`config.mk`:
```
export PLATFORM = sky130hd
export DESIGN_NAME = lcmp_timer
export DESIGN_NICKNAME = d
export VERILOG_FILES = /design/src/rtl/lcmp_tmr_pkg.sv /design/src/rtl/lcmp_tmr_datapath.sv /design/src/rtl/lcmp_tmr_ctrl.sv /design/src/rtl/lcmp_timer.sv
export SDC_FILE = /design/constraint.sdc
export NUM_CORES = 1
export LEC_CHECK = 0
export BUFFER_PORTS_ARGS = -buffer_cell sky130_fd_sc_hd__buf_2
export CAP_MARGIN = 5
export CORE_MARGIN = 5
export CORE_UTILIZATION = 35
export CTS_BUF_LIST = sky130_fd_sc_hd__clkbuf_8 sky130_fd_sc_hd__clkbuf_16
export DETAILED_ROUTE_END_ITERATION = 7
export SLEW_MARGIN = 20
export SYNTH_ARGS = -nofsm -noshare
export SYNTH_HDL_FRONTEND = slang
export SYNTH_SLANG_ARGS = --single-unit
```
`constraint.sdc`:
```
create_clock -name clk -period 2.3 [get_ports clk]
set_clock_uncertainty 0.15 [all_clocks]
set_input_delay 0.46 -clock clk [delete_from_list [all_inputs] [get_ports clk]]
set_output_delay 0.46 -clock clk [all_outputs]
set_load 0.02 [all_outputs]
```
`src/rtl/lcmp_tmr_pkg.sv`:
```
package lcmp_tmr_pkg;

  typedef enum logic [1:0] {
    SEL_COUNT = 2'd0,
    SEL_LIMIT = 2'd1,
    SEL_CTRL  = 2'd2,
    SEL_RSVD  = 2'd3
  } regSel_e;

  localparam int CTRL_EN_BIT   = 0;
  localparam int CTRL_PEND_BIT = 1;

  typedef struct packed {
    logic loadCount;
    logic loadLimit;
    logic writeCtrl;
  } tmrStrobe_t;

endpackage

```
`src/rtl/lcmp_tmr_datapath.sv`:
```
module lcmp_tmr_datapath
  import lcmp_tmr_pkg::*;
#(
  parameter int CNT_W = 32
) (
  input  logic             clk,
  input  logic             rstN,
  input  tmrStrobe_t       strobe,
  input  logic [CNT_W-1:0] wrData,
  output logic [CNT_W-1:0] count,
  output logic [CNT_W-1:0] limit,
  output logic             hit
);

  localparam logic [CNT_W-1:0] ONE = CNT_W'(1);

  logic [CNT_W-1:0] countNext;

  assign hit = (count == limit);

  always_comb begin
    if (strobe.loadCount) begin
      countNext = wrData;
    end else if (hit) begin
      countNext = '0;
    end else begin
      countNext = count + ONE;
    end
  end

  always_ff @(posedge clk) begin
    if (!rstN) begin
      count <= '0;
      limit <= '1;
    end else begin
      count <= countNext;
      if (strobe.loadLimit) begin
        limit <= wrData;
      end
    end
  end

endmodule

```
`src/rtl/lcmp_tmr_ctrl.sv`:
```
module lcmp_tmr_ctrl
  import lcmp_tmr_pkg::*;
#(
  parameter int NUM_TIMERS = 2,
  parameter int IDX_W      = 1,
  parameter int ADDR_W     = IDX_W + 2
) (
  input  logic                  clk,
  input  logic                  rstN,
  input  logic                  wrEn,
  input  logic [ADDR_W-1:0]     addr,
  input  logic                  enBit,
  input  logic [NUM_TIMERS-1:0] hitVec,
  output tmrStrobe_t [NUM_TIMERS-1:0] strobeVec,
  output logic [NUM_TIMERS-1:0] enVec,
  output logic [NUM_TIMERS-1:0] pendVec,
  output logic [NUM_TIMERS-1:0] irq
);

  logic [IDX_W-1:0] wrIdx;
  regSel_e          wrSel;

  assign wrIdx = addr[ADDR_W-1:2];
  assign wrSel = regSel_e'(addr[1:0]);

  for (genvar i = 0; i < NUM_TIMERS; i++) begin : g_chan
    logic chanSel;
    logic enNext;
    logic pendNext;

    assign chanSel = wrEn && (wrIdx == IDX_W'(i));

    always_comb begin
      strobeVec[i].loadCount = chanSel && (wrSel == SEL_COUNT);
      strobeVec[i].loadLimit = chanSel && (wrSel == SEL_LIMIT);
      strobeVec[i].writeCtrl = chanSel && (wrSel == SEL_CTRL);
    end

    always_comb begin
      if (strobeVec[i].writeCtrl) begin
        enNext   = enBit;
        pendNext = 1'b0;
      end else begin
        enNext   = enVec[i];
        pendNext = pendVec[i];
      end
      if (hitVec[i] && enNext) begin
        pendNext = 1'b1;
      end
    end

    always_ff @(posedge clk) begin
      if (!rstN) begin
        enVec[i]   <= 1'b0;
        pendVec[i] <= 1'b0;
      end else begin
        enVec[i]   <= enNext;
        pendVec[i] <= pendNext;
      end
    end

    assign irq[i] = pendVec[i] & enVec[i];
  end

endmodule

```
`src/rtl/lcmp_timer.sv`:
```
module lcmp_timer
  import lcmp_tmr_pkg::*;
#(
  parameter int NUM_TIMERS = 2,
  parameter int CNT_W      = 32,
  localparam int IDX_W     = (NUM_TIMERS > 1) ? $clog2(NUM_TIMERS) : 1,
  localparam int ADDR_W    = IDX_W + 2
) (
  input  logic                  clk,
  input  logic                  rstN,
  input  logic                  wrEn,
  input  logic [ADDR_W-1:0]     addr,
  input  logic [CNT_W-1:0]      wrData,
  output logic [CNT_W-1:0]      rdData,
  output logic [NUM_TIMERS-1:0] irq
);

  tmrStrobe_t [NUM_TIMERS-1:0]             strobeVec;
  logic       [NUM_TIMERS-1:0][CNT_W-1:0]  cntVec;
  logic       [NUM_TIMERS-1:0][CNT_W-1:0]  limVec;
  logic       [NUM_TIMERS-1:0]             hitVec;
  logic       [NUM_TIMERS-1:0]             enVec;
  logic       [NUM_TIMERS-1:0]             pendVec;

  lcmp_tmr_ctrl #(
    .NUM_TIMERS(NUM_TIMERS),
    .IDX_W     (IDX_W),
    .ADDR_W    (ADDR_W)
  ) ctrl_i (
    .clk      (clk),
    .rstN     (rstN),
    .wrEn     (wrEn),
    .addr     (addr),
    .enBit    (wrData[CTRL_EN_BIT]),
    .hitVec   (hitVec),
    .strobeVec(strobeVec),
    .enVec    (enVec),
    .pendVec  (pendVec),
    .irq      (irq)
  );

  for (genvar i = 0; i < NUM_TIMERS; i++) begin : g_dp
    lcmp_tmr_datapath #(
      .CNT_W(CNT_W)
    ) dp_i (
      .clk   (clk),
      .rstN  (rstN),
      .strobe(strobeVec[i]),
      .wrData(wrData),
      .count (cntVec[i]),
      .limit (limVec[i]),
      .hit   (hitVec[i])
    );
  end

  logic [IDX_W-1:0] rdIdx;
  regSel_e          rdSel;

  assign rdIdx = addr[ADDR_W-1:2];
  assign rdSel = regSel_e'(addr[1:0]);

  always_comb begin
    rdData = '0;
    for (int i = 0; i < NUM_TIMERS; i++) begin
      if (rdIdx == IDX_W'(i)) begin
        unique case (rdSel)
          SEL_COUNT: rdData = cntVec[i];
          SEL_LIMIT: rdData = limVec[i];
          SEL_CTRL: begin
            rdData[CTRL_EN_BIT]   = enVec[i];
            rdData[CTRL_PEND_BIT] = pendVec[i];
          end
          default:   rdData = '0;
        endcase
      end
    end
  end

endmodule

```
# [Word level (Yosys, flattened, before mapping)]
# Index checks and enable logic that the tools add are counted.
[word_totals] word_cells=46 ff_bits=132 input_bits=38
[op_classes] reduce_logical=13 muxes=16 eq_ne=4 n_bitwise=3 n_addsub=2
[ops] cell="32-bit two-way mux" count=6
[ops] cell="30-bit one-hot mux with 3 select lines" count=1
[ops] cell="32-bit by 1-bit adder with 32-bit output, second input constant" count=2
[ops] cell="32-bit == test" count=2
[ops] cell="30-bit one-hot mux with 2 select lines" count=1
[ops] cell="2-bit one-hot mux with 3 select lines" count=2
[ops] cell="1-bit logical AND" count=10
[ops] cell="1-bit two-way mux" count=6
[ops] cell="2-bit nonzero test" count=2
[ops] cell="1-bit bitwise AND" count=2
[ops] cell="2-bit by 1-bit == test with 1-bit output, second input constant" count=1
[ops] cell="2-bit == test, second input constant" count=1
[ops] cell="2-bit zero test" count=1
[ops] cell="1-bit inverter" count=1

# [Longest topological paths before layout]
# Gate-level depths: netlist of the first run.
[logic_depth] depth_word=6 depth_mapped=9

# [Modules after synthesis]
# A second synthesis of the first run with hierarchy kept.
[unflattened] hier_cells=826 area_unflattened_um2=7762.4
[modules_own_cells] mod="lcmp_tmr_datapath (g_dp[0].dp_i)" instances=1 seq_area_each_um2=1281.2 cells_each=357 area_each_um2=3249.4
[modules_own_cells] mod="lcmp_tmr_datapath (g_dp[1].dp_i)" instances=1 seq_area_each_um2=1281.2 cells_each=360 area_each_um2=3211.8
[modules_own_cells] mod="lcmp_timer" instances=1 seq_area_each_um2=0.0 cells_each=81 area_each_um2=1064.8
[modules_own_cells] mod="lcmp_tmr_ctrl" instances=1 seq_area_each_um2=80.1 cells_each=28 area_each_um2=236.5

# [Least setup slack after synthesis of the first run]
# OpenSTA, ideal clock, no wires.
[synth_timing] path_type="input-to-output" startpoint="input addr[2]" endpoint="output rdData[10]" cell_stages=4 setup_slack_ns=-0.012 required_time_ns=1.690 arrival_ns=1.702 n_path_buf=2 path_cell_list="buf_2 -> buf_2 -> mux4_2 -> nor2b_1"
[synth_between] elab_chain_len=3
[synth_lines] element="start: declaration" line_no="lcmp_timer.sv:12" text="input logic [ADDR_W-1:0] addr,"
[synth_lines] element="32-bit two-way mux" line_no="lcmp_timer.sv:65" text="if (rdIdx == IDX_W'(i)) begin"
[synth_lines] element="30-bit one-hot mux with 3 select lines" line_no="lcmp_timer.sv:66" text="unique case (rdSel)"
[synth_lines] element="32-bit two-way mux (*)" line_no="lcmp_timer.sv:65"
[synth_lines] element="end: declaration" line_no="lcmp_timer.sv:14" text="output logic [CNT_W-1:0] rdData,"
# Every way passes the cells marked *; elsewhere a longest branch is shown, timed or not.

# [Final worst setup path of the first run]
[layout_timing] startpoint="register g_dp[0].dp_i.count[11]" endpoint="output rdData[11]"
[layout_between] elab_chain_len=4
[layout_lines] element="start: declaration" line_no="lcmp_tmr_datapath.sv:10" text="output logic [CNT_W-1:0] count,"
[layout_lines] element="start signal: assignment" line_no="lcmp_tmr_datapath.sv:36" text="count <= countNext;"
[layout_lines] element="30-bit one-hot mux with 2 select lines (*)" line_no="lcmp_timer.sv:66"
[layout_lines] element="32-bit two-way mux (*)" line_no="lcmp_timer.sv:65"
[layout_lines] element="30-bit one-hot mux with 3 select lines" line_no="lcmp_timer.sv:66"
[layout_lines] element="32-bit two-way mux (*)" line_no="lcmp_timer.sv:65"
# Marks and branches as above.

==> results of run 1 <==
[cell usage after synthesis]
library cell,instances
nand2_1,221
dfxtp_1,132
xor2_1,94
nand3_1,88
nor2b_1,34
clkbuf_1,33
o21ai_2,30
xnor2_1,30
mux4_2,29
and2_1,27
nor2_1,24
o31ai_1,23
nor4_1,18
nand4_1,16
buf_2,15
and3_1,10
nor3_1,8
o21ai_0,7
mux2i_1,5
a21oi_1,4
and4_1,4
a21boi_0,3
buf_6,3
nand2b_1,3
a211oi_1,2
a32o_1,2
buf_1,2
buf_4,2
ha_1,2
inv_1,2
nor2_2,2
nor4_2,2
o21ai_1,2
or3b_2,2
and3b_1,1
and4_4,1
buf_12,1
mux4_1,1
nand4_4,1
nor4_4,1
or2_1,1
or3b_1,1
or3b_4,1
[logic make-up after synthesis]
logic type               Yosys count
buffers and inverters             58
adder cells (fa/ha/maj)            2
multiplexers                      35
AO/OA/AOI/OAI                     73
XOR/XNOR                         124
flip-flops                       132
AND/OR/NAND/NOR                  466
[what timing repair did]
item,CTS,global route
endpoints found under the setup margin,2,19
cloned,0,3
hold buffers,0,0
setup buffers,0,3
resized for setup,2,36
[cell type report]
class | instances | area, um2 | area share (%)
well taps | 275 | 344.1 | 3.679
repair buffers | 133 | 1036 | 11.08
clock buffers | 20 | 466.7 | 4.990
multi-input cells | 700 | 4703 | 50.29
inverters | 2 | 7.507 | 0.08027
clock inverters | 12 | 137.6 | 1.472
flip-flops and latches | 132 | 2658 | 28.41
[worst max-delay path: stages, from the launching register on]
cell and delay (ns):
dfxtp_1 0.31, buf_4 0.15, mux4_2 0.46, nor2b_1 0.15, buf_2 0.16
[path summary, 6_finish.rpt]
path,start,to,slack (ns),cells past startpoint
setup / recovery,g_dp[0].dp_i.count[11]$_SDFF_PN0_,rdData[11],0.03,4
setup reg to reg,g_dp[1].dp_i.count[9]$_SDFF_PN0_,g_dp[1].dp_i.count[13]$_SDFF_PN0_,0.12,9
hold / removal,wrData[18],g_dp[1].dp_i.count[18]$_SDFF_PN0_,0.14,3
hold reg to reg,g_dp[0].dp_i.limit[15]$_SDFFE_PN1P_,g_dp[0].dp_i.limit[15]$_SDFFE_PN1P_,0.34,2
[layer usage]
| metal | vias to the layer above | GRT usage (%) |
|---|---|---|
| met2 | 245 | 30.85 |
| li1 | 3240 | - |
| met4 | 2 | 5.940 |
| met3 | 35 | 4.674 |
| met1 | 3250 | 28.43 |
| met5 | - | 0 |
[flip-flops by register name, summed over array words and instances, names as in the netlist]
name and cells:
ctrl_i.enVec 2, ctrl_i.pendVec 2, g_dp.dp_i.count 64, g_dp.dp_i.limit 64
[where the power goes]
group	internal [mW]	total [mW]	leakage [nW]	switching, mW
clock	1.77	2.81	0.309	1.04
combinational	0.325	0.734	2.28	0.408
sequential	2.36	2.46	1.08	0.0932
[metrics by stage]
| step | area, um2 | instances |
|---|---|---|
| 6_report | 9353 | 1274 |
| 2_1_floorplan | 7579 | 890 |
| 5_1_grt | 9353 | 1274 |
| 4_1_cts | 9158 | 1268 |
| 3_3_place_gp | 8551 | 1236 |
| 3_5_place_dp | 8551 | 1236 |
==> results.py, run 1 <==
metrics = {
    "outcome": {
        "status": "completed",
    },
    "timing": {
        "setup_tns_ns": 0,
        "slew_viol_final": 0,
        "setup_ws_ns": 0.03413,
        "timing.slew.headroom_pct": 68.95,
        "rsz0062_at_grt": "yes",
        "tightest_slew_ns": 0.4642,
        "setup_viol": 0,
        "final-hold-violation-count": 0,
        "period_share_pct": 98.52,
        "clock.fmax_mhz": 441.3,
        "holdWs_ns": 0.1443,
        "min_period_ns": 2.266,
    },
    "pwr": {
        "leakagePower_nw": 3.673,
        "ir_worst_vdd_mv": 0.3517,
        "power_density_nw_per_um2": 641.3,
        "p_total_mw": 5.998,
    },
    "detailed_routing": {
        "wl_per_cell_um": 19.60,
        "route.detailed.drc": 0,
        "vias": 6772,
        "vias_per_cell": 5.316,
        "ant_nets": 0,
        "highest_layer": "met5",
        "wl_met3_mm": 1.871,
        "drt_iter0_markers": 566,
        "wl_met1_mm": 11.38,
        "dr.pass1.iters": 4,
        "wl_met2_mm": 11.10,
        "wl_mm": 24.97,
    },
    "synthesis": {
        "synthXorXnorAreaFrac_pct": 14.33,
        "synth_top_family_by_area": "simple AND/OR/NAND/NOR gates",
        "synthMuxAreaShare_pct": 9.625,
        "synth_seq_area_share_pct": 34.87,
        "yosysTopAreaCell": "dfxtp_1",
        "synth_top_cell_area_share_pct": 34.87,
        "syn_avg_cell_area_um2": 8.515,
        "synth-simple-area-share_pct": 29.75,
        "mappedNetlistNets": 930,
        "synth_area_leaders": "dfxtp_1 35%, nand2_1 11%, xor2_1 11%",
        "synth-compound-area-share_pct": 7.363,
        "synth_fa_ha_area_share_pct": 0.3302,
        "synthCells": 890,
        "ys_seq_elements": 132,
        "yosysWarningCount": 0,
        "yosysUniqueCellTypes": 43,
        "synthesis.area_um2": 7579,
    },
    "layout": {
        "layout-drive-gt1-share_pct": 25.13,
        "area_growth_pct": 23.41,
        "n_fill_cell": 2062,
        "n_antenna_cell": 0,
        "mostFrequentLayoutCells": "221 x nand2_1, 122 x dfxtp_1, 94 x xor2_1, 88 x nand3_1, 63 x buf_2",
        "fin_nets": 1026,
        "utilization_pct": 44.21,
        "final_common_cell": "nand2_1",
    },
    "worst_setup_path": {
        "critPathArrivalTime_ns": 1.66,
        "cp_max_fo": 4,
        "path_class": "reg -> out",
        "setup.worst_path.start_class": "flop",
        "critPathCaptureType": "primary output",
        "cp.required_ns": 1.69,
    },
    "clock_network": {
        "cts_max_path_buffers": 2,
        "cts_root_buf": "clkbuf_16",
        "cts.sinks": 132,
        "cts.htree.levels": 4,
        "clkTransAtPathRegs_ns": 0.06,
        "numCtsBuffers": 17,
        "clock_latency_ns": 0.42,
        "cts_tree": "yes",
    },
    "grt": {
        "antenna_found_initial": 1,
        "grt_max_degree": 73,
        "grt_pass1_vias": 6382,
        "grt_pass1_wl_mm": 37.76,
        "grt.total_usage_pct": 20.14,
        "overflow": 0,
    },
    "floorplanning": {
        "fp.dieW_um": 157.2,
        "dieArea_um2": 24700,
        "rows": 53,
        "core_area_um2": 21150,
        "start_util_pct": 35.83,
        "io_pins": 72,
        "die_h_um": 157.2,
    },
    "placement": {
        "routabilityCongestion": 0.9096,
        "dp_hpwl_mm": 18.22,
        "io_buffers": 71,
        "place_ws_ns": 0.03999,
    },
    "hold_path": {
        "hold_class": "in -> reg",
    },
    "flow_run": {
        "drv_cap": 0,
    },
}
Power figures use the tool's default switching activity.
==> run 2: changes to the inputs <==
--- a/config.mk
+++ b/config.mk
@@ -14,4 +14,5 @@
 export SLEW_MARGIN = 20
 export SYNTH_ARGS = -nofsm -noshare
 export SYNTH_HDL_FRONTEND = slang
+export SYNTH_HIERARCHICAL = 1
 export SYNTH_SLANG_ARGS = --single-unit
==> run 2 against run 1 <==
Core utilization rose by 0.68 points. Hold slack got worse by 0.016 ns. Routed wire length barely moved. Critical path depth fell by 1. Register-to-register slack got worse by 0.07 ns. Critical path type unchanged. Critical endpoint is now rdData[1].
==> results.py, run 2 <==
metrics = {
    "outcome": {
        "status": "completed",
    },
    "clock_network": {
        "clkTransAtPathRegs_ns": 0.06,
        "numCtsBuffers": 17,
        "cts.htree.levels": 4,
        "cts.sinks": 132,
        "clock_latency_ns": 0.43,
        "cts_root_buf": "clkbuf_16",
        "cts_tree": "yes",
        "postCtsHoldBufs": 0,
        "cts_max_path_buffers": 2,
    },
    "synthesis": {
        "syn_avg_cell_area_um2": 9.404,
        "mappedNetlistNets": 865,
        "yosysWarningCount": 6,
        "synthesis.area_um2": 7759,
        "synthCells": 825,
    },
    "grt": {
        "grt.total_usage_pct": 19.27,
        "grt_max_degree": 34,
        "overflow": 0,
        "antenna_found_initial": 0,
        "grt_pass1_vias": 6665,
        "grt_pass1_wl_mm": 38.65,
    },
    "placement": {
        "placedCellCount": 1199,
        "routabilityCongestion": 0.8866,
        "dp_hpwl_mm": 17.79,
        "io_buffers": 71,
        "postPlaceCellArea_um2": 8901,
        "place_ws_ns": -0.02217,
    },
    "worst_setup_path": {
        "slowest_stage": "mux4_2",
        "crit_buf_inv": 1,
        "path_class": "reg -> out",
        "r2r_slack_ns": 0.05,
        "critPathArrivalTime_ns": 1.68,
        "cp.required_ns": 1.69,
        "critPathCaptureType": "primary output",
        "critical-path-top-delay-family": "multiplexers",
        "cp_max_fo": 3,
        "path_cells": "mux2_4, mux4_2, buf_6",
        "cp_slowest_stage_delay_ns": 0.48,
        "setup.worst_path.start_class": "flop",
    },
    "timing": {
        "clock.fmax_mhz": 437.1,
        "setup_ws_ns": 0.01208,
        "period_share_pct": 99.47,
        "tightest_slew_ns": 0.5173,
        "min_period_ns": 2.288,
        "rsz0062_at_grt": "yes",
        "final-hold-violation-count": 0,
        "holdWs_ns": 0.1286,
        "timing.slew.headroom_pct": 65.51,
        "setup_viol": 0,
        "slew_viol_final": 0,
        "setup_tns_ns": 0,
    },
    "detailed_routing": {
        "ant_nets": 0,
        "wl_per_cell_um": 20.25,
        "dr.pass1.iters": 5,
        "wl_mm": 24.97,
        "route.detailed.drc": 0,
        "drt_iter0_markers": 610,
        "vias_per_cell": 5.425,
        "vias": 6689,
    },
    "floorplanning": {
        "rows": 54,
        "fp.dieW_um": 158.9,
        "start_util_pct": 35.55,
        "core_area_um2": 21820,
        "dieArea_um2": 25250,
        "die_h_um": 158.9,
        "io_pins": 72,
    },
    "flow_run": {
        "drv_cap": 0,
    },
    "layout": {
        "final_cells": 1233,
        "fin_area_um2": 9797,
        "mostFrequentLayoutCells": "142 x nand2_1, 110 x xor2_1, 104 x dfxtp_1, 77 x buf_4, 66 x mux2i_1",
        "reg.largest.list": "g_dp.dp_i/count (64), g_dp.dp_i/limit (64)",
        "utilization_pct": 44.89,
        "final_common_cell": "nand2_1",
        "area_growth_pct": 26.27,
        "fin_nets": 980,
        "layout-drive-gt1-share_pct": 29.10,
    },
    "pwr": {
        "p_total_mw": 6.159,
        "ir_worst_vdd_mv": 0.4405,
        "leakagePower_nw": 3.572,
        "power_density_nw_per_um2": 628.7,
    },
    "hold_path": {
        "hold_class": "in -> reg",
    },
}
==> run 2: area by class of cell <==
class                   instances  area [um2]
diodes                          1       2.502
clock buffers                  18       439.2
clock inverters                13       206.4
fillers                      2089       12030
inverters                       6       22.52
multi-input cells             634        4900
flip-flops and latches        132        2685
well taps                     280       350.3
repair buffers                149        1191
==> run 2: final timing paths <==
kind | startpoint | endpoint | cells after the start
max | g_dp[0].dp_i/count[1]$_SDFF_PN0_ | rdData[1] | 3
min | wrData[24] | g_dp[0].dp_i/count[24]$_SDFF_PN0_ | 3
max reg2reg | g_dp[0].dp_i/count[19]$_SDFF_PN0_ | ctrl_i/pendVec[0]$_SDFFE_PN0P_ | 8
min reg2reg | g_dp[0].dp_i/limit[0]$_SDFFE_PN1P_ | g_dp[0].dp_i/limit[0]$_SDFFE_PN1P_ | 2
==> run 2: worst register-to-register path, delay by kind of cell (launching register included) <==
kind                   cells  cell delay, ns
buffers and inverters      1            0.24
AO/OA/AOI/OAI              2            0.25
AND/OR/NAND/NOR            4            0.94
XOR/XNOR                   1            0.17
flip-flops                 1            0.45
==> run 2: what timing repair did <==
action                     in CTS  in global routing
setup endpoints to repair       7                 46
cloned                          1                  1
pin swaps                       0                  0
buffers inserted                3                  7
resized for setup              22                 56
==> run 2: layer usage <==
metal  track usage (%)  share of wire [%]  up-vias
met5                 0                  0        -
met4             7.639                2.7        0
met3             4.562                6.7       39
met2             28.76                 44      240
met1             26.91                 46     3253
li1                  -                  -     3157
==> run 2: power by group <==
part           leakage (nW)  internal (mW)  total [mW]  switching, mW
registers              1.08           2.35        2.41         0.0667
logic                  2.18          0.334       0.720          0.386
clock network         0.312           1.94        3.02           1.08
